===== config.mk =====
export PLATFORM = sky130hd
export DESIGN_NAME = irq_bp_unit
export DESIGN_NICKNAME = d
export VERILOG_FILES = /design/src/rtl/irq_bp_pkg.sv /design/src/rtl/irq_ctrl_regs.sv /design/src/rtl/irq_pend_bank.sv /design/src/rtl/bp_unit.sv /design/src/rtl/irq_bp_unit.sv
export SDC_FILE = /design/constraint.sdc
export NUM_CORES = 1
export LEC_CHECK = 0
export BUFFER_PORTS_ARGS = -buffer_cell sky130_fd_sc_hd__buf_2
export CORE_AREA = 2 2 68 70
export DETAILED_ROUTE_END_ITERATION = 16
export DIE_AREA = 0 0 70 72
export PLACE_DENSITY = 0.78
export SETUP_SLACK_MARGIN = 0.05
export SYNTH_ARGS = -nofsm -noshare
export SYNTH_HDL_FRONTEND = slang
export SYNTH_SLANG_ARGS = --single-unit

===== constraint.sdc =====
create_clock -name clk -period 1.6 [get_ports clk]
set_clock_uncertainty 0.2 [all_clocks]
set_input_delay 0.32 -clock clk [delete_from_list [all_inputs] [get_ports clk]]
set_output_delay 0.32 -clock clk [all_outputs]
set_load 0.1 [all_outputs]

===== src/rtl/irq_bp_pkg.sv =====
package irq_bp_pkg;

    localparam int DATA_W   = 16;
    localparam int SRC_W    = 4;   // tm0, tm1, uart_tx, uart_rx flags
    localparam int EN_W     = 4;   // enable bits that exist
    localparam int OFF_W    = 2;
    localparam int GPIO_MAX = DATA_W;

    typedef enum logic [OFF_W-1:0] {
        OFF_ENABLE = 2'd0,
        OFF_STATUS = 2'd1,
        OFF_GPIO   = 2'd2,
        OFF_BREAK  = 2'd3
    } reg_off_e;

    // Enable word layout, MSB first: bit3 uart, bit2 gpio, bit1 tm1, bit0 tm0
    typedef struct packed {
        logic uart;
        logic gpio;
        logic tm1;
        logic tm0;
    } irq_en_t;

    typedef struct packed {
        logic                 wr_en;
        logic                 wr_stat;
        logic                 wr_gpio;
        logic                 wr_bp;
    } wr_strobe_t;

    // Flags in the status word flushed when an enable word is written.
    // Status layout: bit0 tm0, bit1 tm1, bit2 uart_tx, bit3 uart_rx.
    function automatic logic [SRC_W-1:0] src_flush(input irq_en_t nv);
        return {~nv.uart, ~nv.uart, ~nv.tm1, ~nv.tm0};
    endfunction

    function automatic logic [DATA_W-1:0] zext_src(input logic [SRC_W-1:0] v);
        logic [DATA_W-1:0] r;
        r = '0;
        r[SRC_W-1:0] = v;
        return r;
    endfunction

endpackage


===== src/rtl/irq_ctrl_regs.sv =====
module irq_ctrl_regs
    import irq_bp_pkg::*;
(
    input  logic            clk,
    input  logic            rst,
    input  logic            bus_sel,
    input  logic            bus_we,
    input  logic [OFF_W-1:0] bus_addr,
    input  logic [EN_W-1:0] wdata_lo,
    output irq_en_t         en_o,
    output wr_strobe_t      wr_o
);

    irq_en_t    en_q;
    wr_strobe_t wr;
    logic       wr_any;

    assign wr_any = bus_sel & bus_we;

    always_comb begin
        wr = '0;
        if (wr_any) begin
            case (reg_off_e'(bus_addr))
                OFF_ENABLE: wr.wr_en   = 1'b1;
                OFF_STATUS: wr.wr_stat = 1'b1;
                OFF_GPIO:   wr.wr_gpio = 1'b1;
                OFF_BREAK:  wr.wr_bp   = 1'b1;
                default:    wr         = '0;
            endcase
        end
    end

    always_ff @(posedge clk) begin
        if (rst) begin
            en_q <= '0;
        end else if (wr.wr_en) begin
            en_q <= irq_en_t'(wdata_lo);
        end
    end

    assign en_o = en_q;
    assign wr_o = wr;

    a_r2_enable_written: assert property (@(posedge clk) disable iff (rst)
        wr.wr_en |=> (en_o == $past(irq_en_t'(wdata_lo))));

    a_r2_enable_held: assert property (@(posedge clk) disable iff (rst)
        !wr.wr_en |=> $stable(en_o));

    a_r2_one_strobe: assert property (@(posedge clk) disable iff (rst)
        $onehot0(wr));

endmodule


===== src/rtl/irq_pend_bank.sv =====
module irq_pend_bank #(
    parameter int W = 4
) (
    input  logic         clk,
    input  logic         rst,
    input  logic [W-1:0] ev_i,
    input  logic [W-1:0] flush_i,
    input  logic [W-1:0] w1c_i,
    output logic [W-1:0] pend_o
);

    logic [W-1:0] prev_q;
    logic [W-1:0] pend_q;
    logic [W-1:0] rise;

    for (genvar i = 0; i < W; i++) begin : g_flag
        assign rise[i] = ev_i[i] & ~prev_q[i];

        always_ff @(posedge clk) begin
            if (rst) begin
                prev_q[i] <= 1'b0;
                pend_q[i] <= 1'b0;
            end else begin
                prev_q[i] <= ev_i[i];
                if (flush_i[i])
                    pend_q[i] <= 1'b0;
                else if (rise[i])
                    pend_q[i] <= 1'b1;
                else if (w1c_i[i])
                    pend_q[i] <= 1'b0;
            end
        end

        a_r6_flush_wins: assert property (@(posedge clk) disable iff (rst)
            flush_i[i] |=> !pend_o[i]);

        a_r3_edge_sets: assert property (@(posedge clk) disable iff (rst)
            (ev_i[i] && !prev_q[i] && !flush_i[i]) |=> pend_o[i]);

        a_r7_w1c_clears: assert property (@(posedge clk) disable iff (rst)
            (w1c_i[i] && !rise[i] && !flush_i[i]) |=> !pend_o[i]);

        a_r3_level_holds: assert property (@(posedge clk) disable iff (rst)
            (!rise[i] && !w1c_i[i] && !flush_i[i]) |=> $stable(pend_o[i]));
    end

    assign pend_o = pend_q;

endmodule


===== src/rtl/bp_unit.sv =====
module bp_unit
    import irq_bp_pkg::*;
(
    input  logic              clk,
    input  logic              rst,
    input  logic              wr_i,
    input  logic [DATA_W-1:0] wdata_i,
    input  logic [DATA_W-1:0] pc_i,
    output logic [DATA_W-1:0] addr_o,
    output logic              pend_o
);

    logic [DATA_W-1:0] addr_q;
    logic              pend_q;
    logic              armed;
    logic              hit;
    logic              zero_wr;

    assign armed   = (addr_q != '0);
    assign hit     = armed && (pc_i == addr_q);
    assign zero_wr = wr_i && (wdata_i == '0);

    always_ff @(posedge clk) begin
        if (rst) begin
            addr_q <= '0;
            pend_q <= 1'b0;
        end else begin
            if (wr_i)
                addr_q <= wdata_i;
            if (zero_wr)
                pend_q <= 1'b0;
            else if (hit)
                pend_q <= 1'b1;
        end
    end

    assign addr_o = addr_q;
    assign pend_o = pend_q;

    a_r9_addr_written: assert property (@(posedge clk) disable iff (rst)
        wr_i |=> (addr_o == $past(wdata_i)));

    a_r10_match_sets: assert property (@(posedge clk) disable iff (rst)
        (addr_o != '0 && pc_i == addr_o && !zero_wr) |=> pend_o);

    a_r10_sticky: assert property (@(posedge clk) disable iff (rst)
        (pend_o && !zero_wr) |=> pend_o);

    a_r10_zero_never_hits: assert property (@(posedge clk) disable iff (rst)
        (addr_o == '0 && !pend_o) |=> !pend_o);

    a_r11_zero_clears: assert property (@(posedge clk) disable iff (rst)
        zero_wr |=> !pend_o);

endmodule


===== src/rtl/irq_bp_unit.sv =====
module irq_bp_unit
    import irq_bp_pkg::*;
#(
    parameter int GPIO_N = 8
) (
    input  logic              clk,
    input  logic              rst,
    input  logic              bus_sel,
    input  logic              bus_we,
    input  logic [OFF_W-1:0]  bus_addr,
    input  logic [DATA_W-1:0] bus_wdata,
    output logic [DATA_W-1:0] bus_rdata,
    input  logic              ev_tm0,
    input  logic              ev_tm1,
    input  logic [GPIO_N-1:0] ev_gpio,
    input  logic              ev_uart_tx,
    input  logic              ev_uart_rx,
    input  logic [DATA_W-1:0] pc_i,
    output logic              irq_tm0,
    output logic              irq_tm1,
    output logic              irq_gpio,
    output logic              irq_uart,
    output logic              irq_bp
);

    irq_en_t           en;
    wr_strobe_t        wr;
    logic [SRC_W-1:0]  src_ev, src_flush_v, src_w1c, src_pend;
    logic [GPIO_N-1:0] gp_flush, gp_w1c, gp_pend;
    logic [DATA_W-1:0] bp_addr;
    logic              bp_pend;
    irq_en_t           en_new;

    assign en_new = irq_en_t'(bus_wdata[EN_W-1:0]);

    irq_ctrl_regs u_regs (
        .clk      (clk),
        .rst      (rst),
        .bus_sel  (bus_sel),
        .bus_we   (bus_we),
        .bus_addr (bus_addr),
        .wdata_lo (bus_wdata[EN_W-1:0]),
        .en_o     (en),
        .wr_o     (wr)
    );

    // Status bit order: tm0, tm1, uart_tx, uart_rx
    assign src_ev      = {ev_uart_rx, ev_uart_tx, ev_tm1, ev_tm0};
    assign src_flush_v = {SRC_W{wr.wr_en}} & src_flush(en_new);
    assign src_w1c     = {SRC_W{wr.wr_stat}} & bus_wdata[SRC_W-1:0];

    irq_pend_bank #(.W(SRC_W)) u_src_bank (
        .clk     (clk),
        .rst     (rst),
        .ev_i    (src_ev),
        .flush_i (src_flush_v),
        .w1c_i   (src_w1c),
        .pend_o  (src_pend)
    );

    assign gp_flush = {GPIO_N{wr.wr_en & ~en_new.gpio}};
    assign gp_w1c   = {GPIO_N{wr.wr_gpio}} & bus_wdata[GPIO_N-1:0];

    irq_pend_bank #(.W(GPIO_N)) u_gpio_bank (
        .clk     (clk),
        .rst     (rst),
        .ev_i    (ev_gpio),
        .flush_i (gp_flush),
        .w1c_i   (gp_w1c),
        .pend_o  (gp_pend)
    );

    bp_unit u_bp (
        .clk     (clk),
        .rst     (rst),
        .wr_i    (wr.wr_bp),
        .wdata_i (bus_wdata),
        .pc_i    (pc_i),
        .addr_o  (bp_addr),
        .pend_o  (bp_pend)
    );

    assign irq_tm0  = src_pend[0] & en.tm0;
    assign irq_tm1  = src_pend[1] & en.tm1;
    assign irq_uart = (src_pend[2] | src_pend[3]) & en.uart;
    assign irq_gpio = (|gp_pend) & en.gpio;
    assign irq_bp   = bp_pend;

    always_comb begin
        bus_rdata = '0;
        case (reg_off_e'(bus_addr))
            OFF_ENABLE: bus_rdata = zext_src(en);
            OFF_STATUS: bus_rdata = zext_src(src_pend);
            OFF_GPIO:   bus_rdata[GPIO_N-1:0] = gp_pend;
            OFF_BREAK:  bus_rdata = bp_addr;
            default:    bus_rdata = '0;
        endcase
    end

    initial a_r8_gpio_width: assert (GPIO_N >= 1 && GPIO_N <= GPIO_MAX);

    a_r4_disabled_quiet: assert property (@(posedge clk) disable iff (rst)
        (wr.wr_en && !en_new.tm0 && !en_new.tm1 && !en_new.gpio && !en_new.uart)
        |=> !(irq_tm0 || irq_tm1 || irq_gpio || irq_uart));

endmodule


### Word-level counts from Yosys, hierarchy flattened

Cells that the tools add are included.

* muxes and demuxes: 31
* eq/ne operators: 4
* reduce and logical (&&, ||, !) cells: 24
* bitwise operators: 38

Operator list (count)
* 8-bit one-hot mux with 4 select lines: 1
* 1-bit 2-to-1 mux: 28
* 2-bit nonzero test: 12
* 1-bit AND: 18
* 16-bit equality test: 1
* 16-bit logical NOT: 1
* 1-bit NOT: 16
* 16-bit nonzero test: 1
* 2-bit OR reduction: 6
* 4-bit AND: 2
* 8-bit AND: 1
* 8-bit 2-to-1 mux: 1
* 8-bit OR reduction: 1
* 2-bit equality test, second input constant: 2
* 4-bit 2-to-1 mux: 1
* 2-bit by 1-bit equality test with 1-bit output, second input constant: 1
* 1-bit logical AND: 2
* 2-bit logical NOT: 1
* 1-bit bitwise OR: 1

* bits in registers: 45
* word-level logic and storage cells: 127
* output and inout bits: 21

### Logic depth before layout (Yosys ltp)

Gate-level depths: netlist (run 1).

* depth after elaboration: 6
* mapped depth: 6

### Hierarchy

Synthesis (run 1) repeated with hierarchy kept, for this count alone.

* cell total of the unflattened synthesis: 230
* area, all modules: 2301.0 um^2

By module, submodules not included
* bp_unit: area an instance 854.6 um^2, cells each 88, instances 1
* irq_pend_bank (u_gpio_bank): area an instance 589.3 um^2, cells each 49, instances 1
* irq_bp_unit: area an instance 367.9 um^2, cells each 45, instances 1
* irq_pend_bank (u_src_bank): area an instance 270.3 um^2, cells each 24, instances 1
* irq_ctrl_regs: area an instance 219.0 um^2, cells each 24, instances 1

### Worst setup path before layout (run 1)

No wires, ideal clock.

* path type: register -> output
* from: reg u_gpio_bank.pend_q[4] (netlist: u_gpio_bank.pend_o[4])
* to: out irq_gpio
* stages on the path, launching flop included: 3
* path buffers: 0
* path slack: -1486 ps
* arrival: 2566 ps
* data required time: 1080 ps
* cells stage by stage: dfxtp_1 -> nor4_1 -> a21boi_0

* word-level cells in the longest chain between the ends: 2

Ends and longest elaborated chain
* start: declaration: RTL line irq_pend_bank.sv:13 `logic [W-1:0] pend_q;`
* start signal: indexed assignment: RTL line irq_pend_bank.sv:22 `pend_q[i] <= 1'b0;`
* start signal: indexed assignment: RTL line irq_pend_bank.sv:26 `pend_q[i] <= 1'b0;`
* start signal: indexed assignment: RTL line irq_pend_bank.sv:28 `pend_q[i] <= 1'b1;`
* 8-bit OR reduction: RTL line irq_bp_unit.sv:86 `assign irq_gpio = (|gp_pend) & en.gpio;`
* 1-bit AND: RTL line irq_bp_unit.sv:86
* end: declaration: RTL line irq_bp_unit.sv:21 `output logic irq_gpio,`

No other way between the ends.

### Worst setup path in the final report (run 1)

* from: reg u_gpio_bank.pend_q[5] (netlist: u_gpio_bank.pend_o[5])
* to: out irq_gpio

The elaborated chain is that of the path after synthesis.

==> impl_metrics.env, run 1 <==
export IMPL_status="finished, violations left"
export IMPL_violations="negative setup slack"
export IMPL_synth_top_family_by_area="simple AND/OR/NAND/NOR gates"
export IMPL_grt_pass1_vias=2596
export IMPL_crit_fanout=3
export IMPL_hold_path_class="in -> reg"
export IMPL_gp_congestion=0.8449
export IMPL_cts_num_sinks=45
export IMPL_yosys_area_share_simple=0.3124
export IMPL_synth_edf_count=0
export IMPL_diodes=0
export IMPL_slew_violations=0
export IMPL_clockBufferDepth=2
export IMPL_arrival_ns=1.41
export IMPL_area_growth_pct=74.11
export IMPL_die_h_um=72
export IMPL_synth_compound_area_frac=0.1004
export IMPL_path_class="reg -> out"
export IMPL_antenna_found_initial=0
export IMPL_r2r_cells=5
export IMPL_grt_max_degree=17
export IMPL_yosysWarnings=0
export IMPL_rsz0062_at_grt="true"
export IMPL_drv_cap=0
export IMPL_grt_use_total=0.3193
export IMPL_critical_path_startpoint_type="register"
export IMPL_fmax_mhz=518.0
export IMPL_hpwl_um=4646
export IMPL_async_flop_share=0
export IMPL_synthXorXnorAreaFrac=0.06651
export IMPL_synth_area_um2=2107
export IMPL_tritoncts_num_buffers=5
export IMPL_period_share=1.207
export IMPL_die_area_um2=5040
export IMPL_multi_input_area_um2=1394
export IMPL_setup_ws_ns=-0.3306
export IMPL_crit_end="irq_gpio"
export IMPL_worstPathRequired_ns=1.08
export IMPL_drive_gt1_frac=0.5510
export IMPL_synthAdderAreaFrac=0
export IMPL_drtIter0Drc=369
export IMPL_dr_total_vias=2593
export IMPL_synthTopCellsByArea="dfxtp_1 (43%), nand2_1 (8.4%), nor2b_1 (8.3%)"
export IMPL_syn_nets=296
export IMPL_seq_area_um2=954.7
export IMPL_vias_per_cell=6.248
export IMPL_clk_latency_ns=0.31
export IMPL_whs_ns=0.02341
export IMPL_ys_types=29
export IMPL_cts_tree="built"
export IMPL_avgSynthCellArea_um2=8.565
export IMPL_period_minus_slack_ns=1.931
export IMPL_r2r_slack_ns=-0.25
export IMPL_critPathLaunch="u_gpio_bank.pend_o[5]"
export IMPL_io_pins=71
export IMPL_worstMarginPinSlew_ns=0.4859
export IMPL_core_um2=4264
export IMPL_final_fill_count=203
export IMPL_ir_drop_mv=0.6831
export IMPL_start_util=0.4941
export IMPL_cts_max_level=2
export IMPL_totalWireLength_um=9175
export IMPL_seq_area_frac_synth=0.4276
export IMPL_cts_root_buf="clkbuf_8"
export IMPL_synthMuxAreaShare=0.06176
export IMPL_final_nets=412
export IMPL_synth_cells=246
export IMPL_antenna_left=0
export IMPL_yosys_area_top_type="dfxtp_1"
export IMPL_relSlewSlack=0.6731
export IMPL_wl_per_cell_um=22.11
export IMPL_r2r_start="u_bp.addr_o[2]"
export IMPL_hold_viol=0
export IMPL_path_clk_slew_ns=0.09
export IMPL_remaining_drc_errors=0
export IMPL_cp_end_kind="output pin"
export IMPL_p_leak_nw=1.553
export IMPL_ys_flop_type="dfxtp_1"
export IMPL_cts_hold_buf=0
export IMPL_regToRegEndpoint="u_bp.pend_o"
export IMPL_fin_tns_setup_ns=-1.968
export IMPL_power_density_nw_per_um2=798.1
export IMPL_ys_seq_elements=45
export IMPL_finalSetupViolCount=12
export IMPL_grt_pass1_wl_um=12410
export IMPL_io_buffers=70
export IMPL_die_w_um=70
export IMPL_rows=24
export IMPL_synth_top_area_share=0.4276
export IMPL_grt_overflow=0
export IMPL_first_pass_iters=5
-- power breakdown --
part	leakage, nW	switching, mW	internal [mW]
Clock	0.0681	0.418	0.620
Sequential	0.383	0.0561	1.17
Combinational	1.10	0.363	0.303
-- cells in the final DEF, fill, tap and decap left out --
cell type / synthesis / layout
xor2_1: 16 / 16
clkbuf_8: 0 / 5
or3_4: 0 / 1
and3_4: 0 / 8
o21bai_2: 1 / 1
a21oi_2: 0 / 4
a31oi_1: 1 / 1
dfxtp_1: 45 / 20
and4b_1: 2 / 2
nor4_4: 0 / 2
nor4_1: 12 / 7
nand2_1: 47 / 43
nand4_1: 2 / 2
a21oi_1: 30 / 26
a21boi_4: 0 / 1
dfxtp_2: 0 / 16
nor2b_4: 0 / 4
and2_4: 0 / 2
buf_8: 0 / 5
buf_6: 2 / 8
buf_2: 2 / 47
mux4_2: 4 / 4
buf_4: 1 / 39
nand2_2: 1 / 5
nor3_1: 5 / 5
buf_12: 0 / 20
mux2i_4: 0 / 4
o21bai_4: 1 / 2
or4_1: 1 / 1
nor2_2: 0 / 2
nor4_2: 1 / 4
nor2b_1: 28 / 24
nor2_4: 1 / 2
o21a_4: 0 / 1
nor2_1: 18 / 15
bufinv_16: 0 / 2
a41o_1: 1 / 1
dfxtp_4: 0 / 9
clkinv_2: 0 / 1
buf_16: 0 / 1
-- cells in the mapped netlist, drive strengths merged, types with 4 or more instances --
master,number
a21oi,30
mux2i,4
and3,8
nand2,48
nor2b,28
dfxtp,45
xor2,16
nor4,13
nor2,19
mux4,4
buf,5
nor3,5
clkbuf,7
-- state kept, by name, summed over array words and instances (netlist names) --
signal              count
u_regs.en_o             4
u_gpio_bank.prev_q      8
u_src_bank.pend_o       4
u_src_bank.prev_q       4
u_bp.addr_o            16
u_bp.pend_o             1
u_gpio_bank.pend_o      8
-- through the flow --
step	power, mW	instances	util	cell area, um2	worst slack [ns]
after global placement	1.728	389	0.7107	3030	-0.2557
final	2.928	415	0.8603	3669	-0.3306
after detailed placement	1.745	389	0.7107	3030	-0.2709
after CTS	2.819	408	0.8207	3500	-0.2740
after floorplan	1.534	246	-	2213	-0.1483
after global routing	3.003	415	0.8603	3669	-0.3705
-- routing by layer --
metal	global-route usage	up-vias	routed length [um]
li1	-	1073	-
met1	0.3656	1249	3344
met2	0.5524	217	4482
met3	0.08333	54	943
met4	0.1667	0	405
met5	0	-	0
-- worst min path at each step --
| stage | slack [ns] | cells past startpoint | end | startpoint |
|---|---|---|---|---|
| finish | 0.02 | 2 | u_gpio_bank.prev_q[3] | ev_gpio[3] |
| detailed placement | 0.29 | 2 | u_regs.en_o[1] | u_regs.en_o[1] |
| global placement | 0.26 | 2 | u_regs.en_o[1] | u_regs.en_o[1] |
| floorplan | 0.24 | 2 | u_regs.en_o[0] | u_regs.en_o[0] |
| CTS | 0.03 | 2 | u_gpio_bank.prev_q[3] | ev_gpio[3] |
| global route | 0.04 | 2 | u_src_bank.prev_q[0] | ev_tm0 |
-- what timing repair did --
item,4_1_cts,5_1_grt
setup buffers,10,7
setup endpoints to repair,21,32
pin swaps,9,17
cloned,1,1
resized for setup,74,32
-- logic make-up after synthesis --
group,Yosys count
DFF,45
xor gates and xnor gates,16
AOI/OAI and AO/OA,36
buffers and inverters,12
muxes,8
and+or+nand+nor,129
-- cell type report --
cell class | instances | share of cell area
Sequential cell | 45 | 0.2602
Clock buffer | 5 | 0.01876
Tap cell | 52 | 0.01774
Multi-Input combinational cell | 190 | 0.3799
Timing Repair Buffer | 120 | 0.3056
Clock inverter | 3 | 0.01774
-- worst max-delay path, stage by stage (launching register included) --
cell,delay (ns)
dfxtp_4,0.38
nor4_4,0.32
buf_4,0.18
a21boi_4,0.06
buf_12,0.16
Power figures use the tool's default switching activity.
==> inputs of run 2 (changes only) <==
--- a/config.mk
+++ b/config.mk
@@ -5,11 +5,12 @@
 export SDC_FILE = /design/constraint.sdc
 export NUM_CORES = 1
 export LEC_CHECK = 0
+export ABC_AREA = 1
 export BUFFER_PORTS_ARGS = -buffer_cell sky130_fd_sc_hd__buf_2
-export CORE_AREA = 2 2 68 70
+export CORE_AREA = 2 2 69 71
 export DETAILED_ROUTE_END_ITERATION = 16
-export DIE_AREA = 0 0 70 72
-export PLACE_DENSITY = 0.78
+export DIE_AREA = 0 0 71 73
+export PLACE_DENSITY = 0.77
 export SETUP_SLACK_MARGIN = 0.05
 export SYNTH_ARGS = -nofsm -noshare
 export SYNTH_HDL_FRONTEND = slang
==> run 2 against run 1 <==
Against the previous run:
- via count decreased by 4.9%
- final area decreased by 4.9%
- the flow still finishes with violations (negative setup slack)
- count of clock-buffer cells in the layout increased by 1
- clock power decreased by 12%
- synthesized area increased by 0.77%
- critical endpoint unchanged
==> impl_metrics.env, run 2 <==
export IMPL_cpMaxStageDelayCell="dfxtp_2"
export IMPL_placed_cells=442
export IMPL_grt_pass1_vias=2359
export IMPL_path_class="reg -> out"
export IMPL_crit_fanout=3
export IMPL_rsz0062_at_grt="true"
export IMPL_cts_max_level=2
export IMPL_path_clk_slew_ns=0.09
export IMPL_wl_per_cell_um=14.82
export IMPL_drive_gt1_frac=0.4722
export IMPL_largest_register_ffs=16
export IMPL_syn_nets=364
export IMPL_instances_no_fill=467
export IMPL_whs_ns=0.02204
export IMPL_die_area_um2=5183
export IMPL_area_growth_pct=64.35
export IMPL_final_fill_count=305
export IMPL_yosysWarnings=0
export IMPL_synth_area_um2=2123
export IMPL_regToRegEndpoint="u_bp.pend_o"
export IMPL_ys_flop_type="dfxtp_1"
export IMPL_synthTopCellsByArea="dfxtp_1 (42%), nand2_1 (12%), inv_1 (8.7%)"
export IMPL_start_util=0.4681
export IMPL_dr_total_vias=2466
export IMPL_synth_edf_count=0
export IMPL_vias_per_cell=5.281
export IMPL_yosys_area_top_type="dfxtp_1"
export IMPL_remaining_drc_errors=0
export IMPL_diodes=0
export IMPL_crit_buf_inv=2
export IMPL_critPathLaunch="u_gpio_bank.pend_o[1]"
export IMPL_synth_top_area_share=0.4243
export IMPL_ys_seq_elements=45
export IMPL_layout_common_cells="nand2_1 (59), buf_2 (47), inv_1 (34)"
export IMPL_dpl_cell_area_um2=3059
export IMPL_final_common_cell="nand2_1"
export IMPL_finalSetupViolCount=5
export IMPL_first_pass_iters=5
export IMPL_hold_path_class="in -> reg"
export IMPL_synth_cells=314
export IMPL_fin_area_um2=3490
export IMPL_tritoncts_num_buffers=5
export IMPL_worstPathRequired_ns=1.08
export IMPL_crit_end="irq_gpio"
export IMPL_status="finished, violations left"
export IMPL_synth_common_cells="nand2_1 (68), inv_1 (49), dfxtp_1 (45), nor2_1 (43), a21oi_1 (33)"
export IMPL_io_buffers=70
export IMPL_dp_slack_ns=-0.1431
export IMPL_clockBufferDepth=2
export IMPL_r2r_slack_ns=0.22
export IMPL_fmax_mhz=541.9
export IMPL_cts_num_sinks=45
export IMPL_final_util=0.7694
export IMPL_antenna_found_initial=0
export IMPL_die_h_um=73
export IMPL_arrival_ns=1.33
export IMPL_die_w_um=71
export IMPL_hold_viol=0
export IMPL_drtIter0Drc=153
export IMPL_critical_path_startpoint_type="register"
export IMPL_slew_violations=0
export IMPL_ir_drop_mv=0.6248
export IMPL_relSlewSlack=0.7245
export IMPL_setup_ws_ns=-0.2452
export IMPL_hpwl_um=4524
export IMPL_clk_latency_ns=0.30
export IMPL_crit_cells=4
export IMPL_ys_types=22
export IMPL_max_stage_delay_ns=0.36
export IMPL_gp_congestion=0.8656
export IMPL_drv_cap=0
export IMPL_violations="negative setup slack"
export IMPL_power_density_nw_per_um2=807.3
export IMPL_worstMarginPinSlew_ns=0.4090
export IMPL_grt_overflow=0
export IMPL_period_minus_slack_ns=1.845
export IMPL_r2r_cells=10
export IMPL_async_flop_share=0
export IMPL_cts_tree="built"
export IMPL_io_pins=71
export IMPL_final_nets=462
export IMPL_rows=25
export IMPL_seq_area_frac_synth=0.4243
export IMPL_cp_end_kind="output pin"
export IMPL_grt_use_total=0.2655
export IMPL_yosysMostFrequentCell="nand2_1"
export IMPL_core_um2=4536
export IMPL_antenna_left=0
export IMPL_path_cells="nor4_4, buf_4, a21oi_4, buf_12"
export IMPL_cts_root_buf="clkbuf_8"
export IMPL_r2r_start="u_bp.addr_o[5]"
export IMPL_critical_path_top_delay_family="flip-flops"
export IMPL_grt_pass1_wl_um=10660
export IMPL_p_leak_nw=1.592
export IMPL_avgSynthCellArea_um2=6.762
export IMPL_period_share=1.153
export IMPL_grt_max_degree=19
export IMPL_totalWireLength_um=6921
run 2: changes by cell type after synthesis, sizes merged, moves of 12 or more:
cell,previous run,this run
nor2,19,46
or2,0,12
xor2,16,0
o21ai,0,33
nand2,48,69
inv,0,50
nor2b,28,0
run 2: how the worst min path moves through the flow:
| stage | cells past startpoint | endpoint | from |
|---|---|---|---|
| floorplan | 1 | u_gpio_bank.prev_q[3] | rst |
| global placement | 2 | u_src_bank.pend_o[3] | u_src_bank.prev_q[3] |
| detailed placement | 2 | u_bp.pend_o | u_bp.pend_o |
| CTS | 3 | u_gpio_bank.prev_q[6] | ev_gpio[6] |
| global route | 3 | u_gpio_bank.prev_q[0] | ev_gpio[0] |
| finish | 3 | u_gpio_bank.prev_q[6] | ev_gpio[6] |
run 2: metrics by stage:
step / total power, mW / setup TNS [ns]
floorplan: 1.586 / -1.709
global placement: 1.804 / -0.6913
detailed placement: 1.817 / -1.569
CTS: 2.766 / -0.3993
global route: 2.894 / -0.7199
finish: 2.817 / -0.5751
run 2: kinds of logic after synthesis:
kind of cell,Yosys count,synth area share
compound gates,69,0.1697
xor+xnor,8,0.03300
buf+inv,56,0.1014
flops,45,0.4243
simple gates,136,0.2716
run 2: tightest hold or removal path, stage by stage:
cell	delay, ns
buf_2	0.07
inv_1	0.04
nor2_1	0.07
run 2: what timing repair did:
action | CTS | global route
buffers inserted | 13 | 3
hold buffers | 0 | 0
hold endpoints to repair | 0 | 0
endpoints found under the setup margin | 19 | 20
resized for setup | 52 | 21
pin swaps | 12 | 9
gates cloned | 1 | 0
run 2: layout make-up:
class,instances,area [um2],area share
Inverter,50,197.7,0.05665
Clock inverter,2,37.54,0.01076
Clock buffer,6,82.58,0.02366
Sequential cell,45,943.4,0.2703
Multi-Input combinational cell,214,1257,0.3603
Tap cell,54,67.56,0.01936
Timing Repair Buffer,96,903.4,0.2589
run 2: metal layers:
layer / GRT usage / routed length [um]
met4: 0.1321 / 325
met3: 0.06492 / 454
met5: 0 / 0
met1: 0.2860 / 2575
met2: 0.4849 / 3566
run 2: where the power goes:
group,internal (mW),total [mW],switching [mW]
clock,0.508,0.920,0.412
combinational,0.275,0.662,0.388
sequential,1.19,1.23,0.0496
total,1.97,2.82,0.849
==> inputs of run 3 (changes only) <==
--- a/config.mk
+++ b/config.mk
@@ -12,6 +12,7 @@
 export DIE_AREA = 0 0 71 73
 export PLACE_DENSITY = 0.77
 export SETUP_SLACK_MARGIN = 0.05
+export SKIP_CTS_REPAIR_TIMING = 1
 export SYNTH_ARGS = -nofsm -noshare
 export SYNTH_HDL_FRONTEND = slang
 export SYNTH_SLANG_ARGS = --single-unit
==> run 3 against run 2 <==
Against the previous run:
- the flow still finishes with violations (negative setup slack)
- sequential power barely moved
- clock power fell by 2.9%
- critical path depth did not move
- cell count fell by 1.5%
- sequential cell count did not move
- core utilization fell by 0.83 points
- highest routed layer unchanged
==> impl_metrics.env, run 3 (same netlist as run 2, synthesis figures left out) <==
export IMPL_status="finished, violations left"
export IMPL_violations="negative setup slack"
export IMPL_rsz0062_at_grt="true"
export IMPL_rows=25
export IMPL_first_pass_iters=4
export IMPL_final_nets=455
export IMPL_final_common_cell="nand2_1"
export IMPL_io_pins=71
export IMPL_instances_no_fill=460
export IMPL_grt_pass1_wl_um=9135
export IMPL_crit_fanout=3
export IMPL_grt_use_total=0.2234
export IMPL_io_buffers=70
export IMPL_p_int_mw=1.951
export IMPL_gp_congestion=0.8656
export IMPL_finalSetupViolCount=5
export IMPL_period_share=1.135
export IMPL_r2r_slack_ns=0.22
export IMPL_tritoncts_num_buffers=5
export IMPL_arrival_ns=1.30
export IMPL_fmax_mhz=550.8
export IMPL_remaining_drc_errors=0
export IMPL_clockPowerShare=0.323
export IMPL_diodes=0
export IMPL_hpwl_um=4524
export IMPL_power_density_nw_per_um2=801.5
export IMPL_start_util=0.4681
export IMPL_totalWireLength_um=6446
export IMPL_swShare=0.2947
export IMPL_ir_drop_mv=0.6569
export IMPL_p_leak_nw=1.552
export IMPL_drive_gt1_frac=0.4631
export IMPL_slew_violations=0
export IMPL_p_switching_mw=0.8153
export IMPL_setup_ws_ns=-0.2154
export IMPL_cts_tree="built"
export IMPL_final_util=0.7611
export IMPL_path_class="reg -> out"
export IMPL_path_clk_slew_ns=0.08
export IMPL_worstPathRequired_ns=1.08
export IMPL_die_h_um=73
export IMPL_core_um2=4536
export IMPL_antenna_found_initial=0
export IMPL_hold_viol=0
export IMPL_pwr_share_comb=0.232
export IMPL_critical_path_startpoint_type="register"
export IMPL_die_area_um2=5183
export IMPL_vias_per_cell=5.148
export IMPL_drv_cap=0
export IMPL_clockBufferDepth=2
export IMPL_antenna_left=0
export IMPL_fin_area_um2=3452
export IMPL_die_w_um=71
export IMPL_largest_register_ffs=16
export IMPL_hold_path_class="in -> reg"
export IMPL_grt_overflow=0
export IMPL_worstMarginPinSlew_ns=0.2954
export IMPL_wl_per_cell_um=14.01
export IMPL_dpl_cell_area_um2=3059
export IMPL_placed_cells=442
export IMPL_period_minus_slack_ns=1.815
export IMPL_dr_total_vias=2368
export IMPL_grt_pass1_vias=2081
export IMPL_relSlewSlack=0.8013
export IMPL_area_growth_pct=62.58
export IMPL_seqPwrFrac=0.445
export IMPL_cts_root_buf="clkbuf_8"
export IMPL_layout_common_cells="nand2_1 (57), buf_2 (47), inv_1 (36)"
export IMPL_cts_max_level=2
export IMPL_clk_latency_ns=0.30
export IMPL_cts_num_sinks=45
export IMPL_drtIter0Drc=146
export IMPL_grt_max_degree=19
export IMPL_cp_end_kind="output pin"
==> run 3: cell count changes in the layout (fill, tap and decap cells not counted), moves of 3 or more <==
cell	delta
dfxtp_4	+6
nand2_2	+3
dfxtp_2	-6
buf_4	-8
==> run 3: area by class of cell <==
cell class	count	area, um2
Clock inverter	2	37.54
Sequential cell	45	958.4
Multi-Input combinational cell	214	1257
Tap cell	54	67.56
Fill cell	307	1084
Clock buffer	6	82.58
Timing Repair Buffer	89	850.8
Inverter	50	197.7
==> run 3: power groups by stage <==
stage                     clock network (mW)  logic, mW  registers [mW]
after floorplan                            0      0.355            1.23
after global placement                     0      0.563            1.24
after detailed placement                   0      0.574            1.24
after CTS                              0.905      0.578            1.22
after global routing                   0.928      0.689            1.24
final                                  0.893      0.641            1.23
==> run 3: routing by layer <==
layer	wire length, um	global-route usage	up-vias	share of wire
met3	380	0.04558	20	0.059
met1	2534	0.2616	1068	0.39
met4	172	0.07547	0	0.027
met5	0	0	-	0
li1	-	-	1176	-
met2	3358	0.4071	104	0.52
==> run 3: worst max-delay path: stages (launching register included) <==
cell and delay (ns):
dfxtp_2 0.36, nor4_4 0.26, buf_4 0.15, a21oi_4 0.05
buf_12 0.17
==> run 3: worst paths after layout <==
kind / cells past startpoint / to / startpoint
worst max-delay path: 4 / irq_gpio / u_gpio_bank.pend_o[3]
worst min-delay path: 3 / u_gpio_bank.prev_q[6] / ev_gpio[6]
worst max register to register: 8 / u_bp.pend_o / u_bp.addr_o[0]
worst min register to register: 2 / u_src_bank.pend_o[3] / u_src_bank.prev_q[3]
==> run 3: per-stage QoR <==
stage | setup TNS, ns | power (mW) | hold slack, ns | worst slack, ns
final | -0.4183 | 2.767 | 0.02733 | -0.2154
after global routing | -0.6146 | 2.855 | 0.04474 | -0.2666
after CTS | -1.392 | 2.701 | 0.02311 | -0.2434
after detailed placement | -1.569 | 1.817 | 0.2761 | -0.1431
after global placement | -0.6913 | 1.804 | 0.2688 | -0.09383
after floorplan | -1.709 | 1.586 | 0.1921 | -0.2776
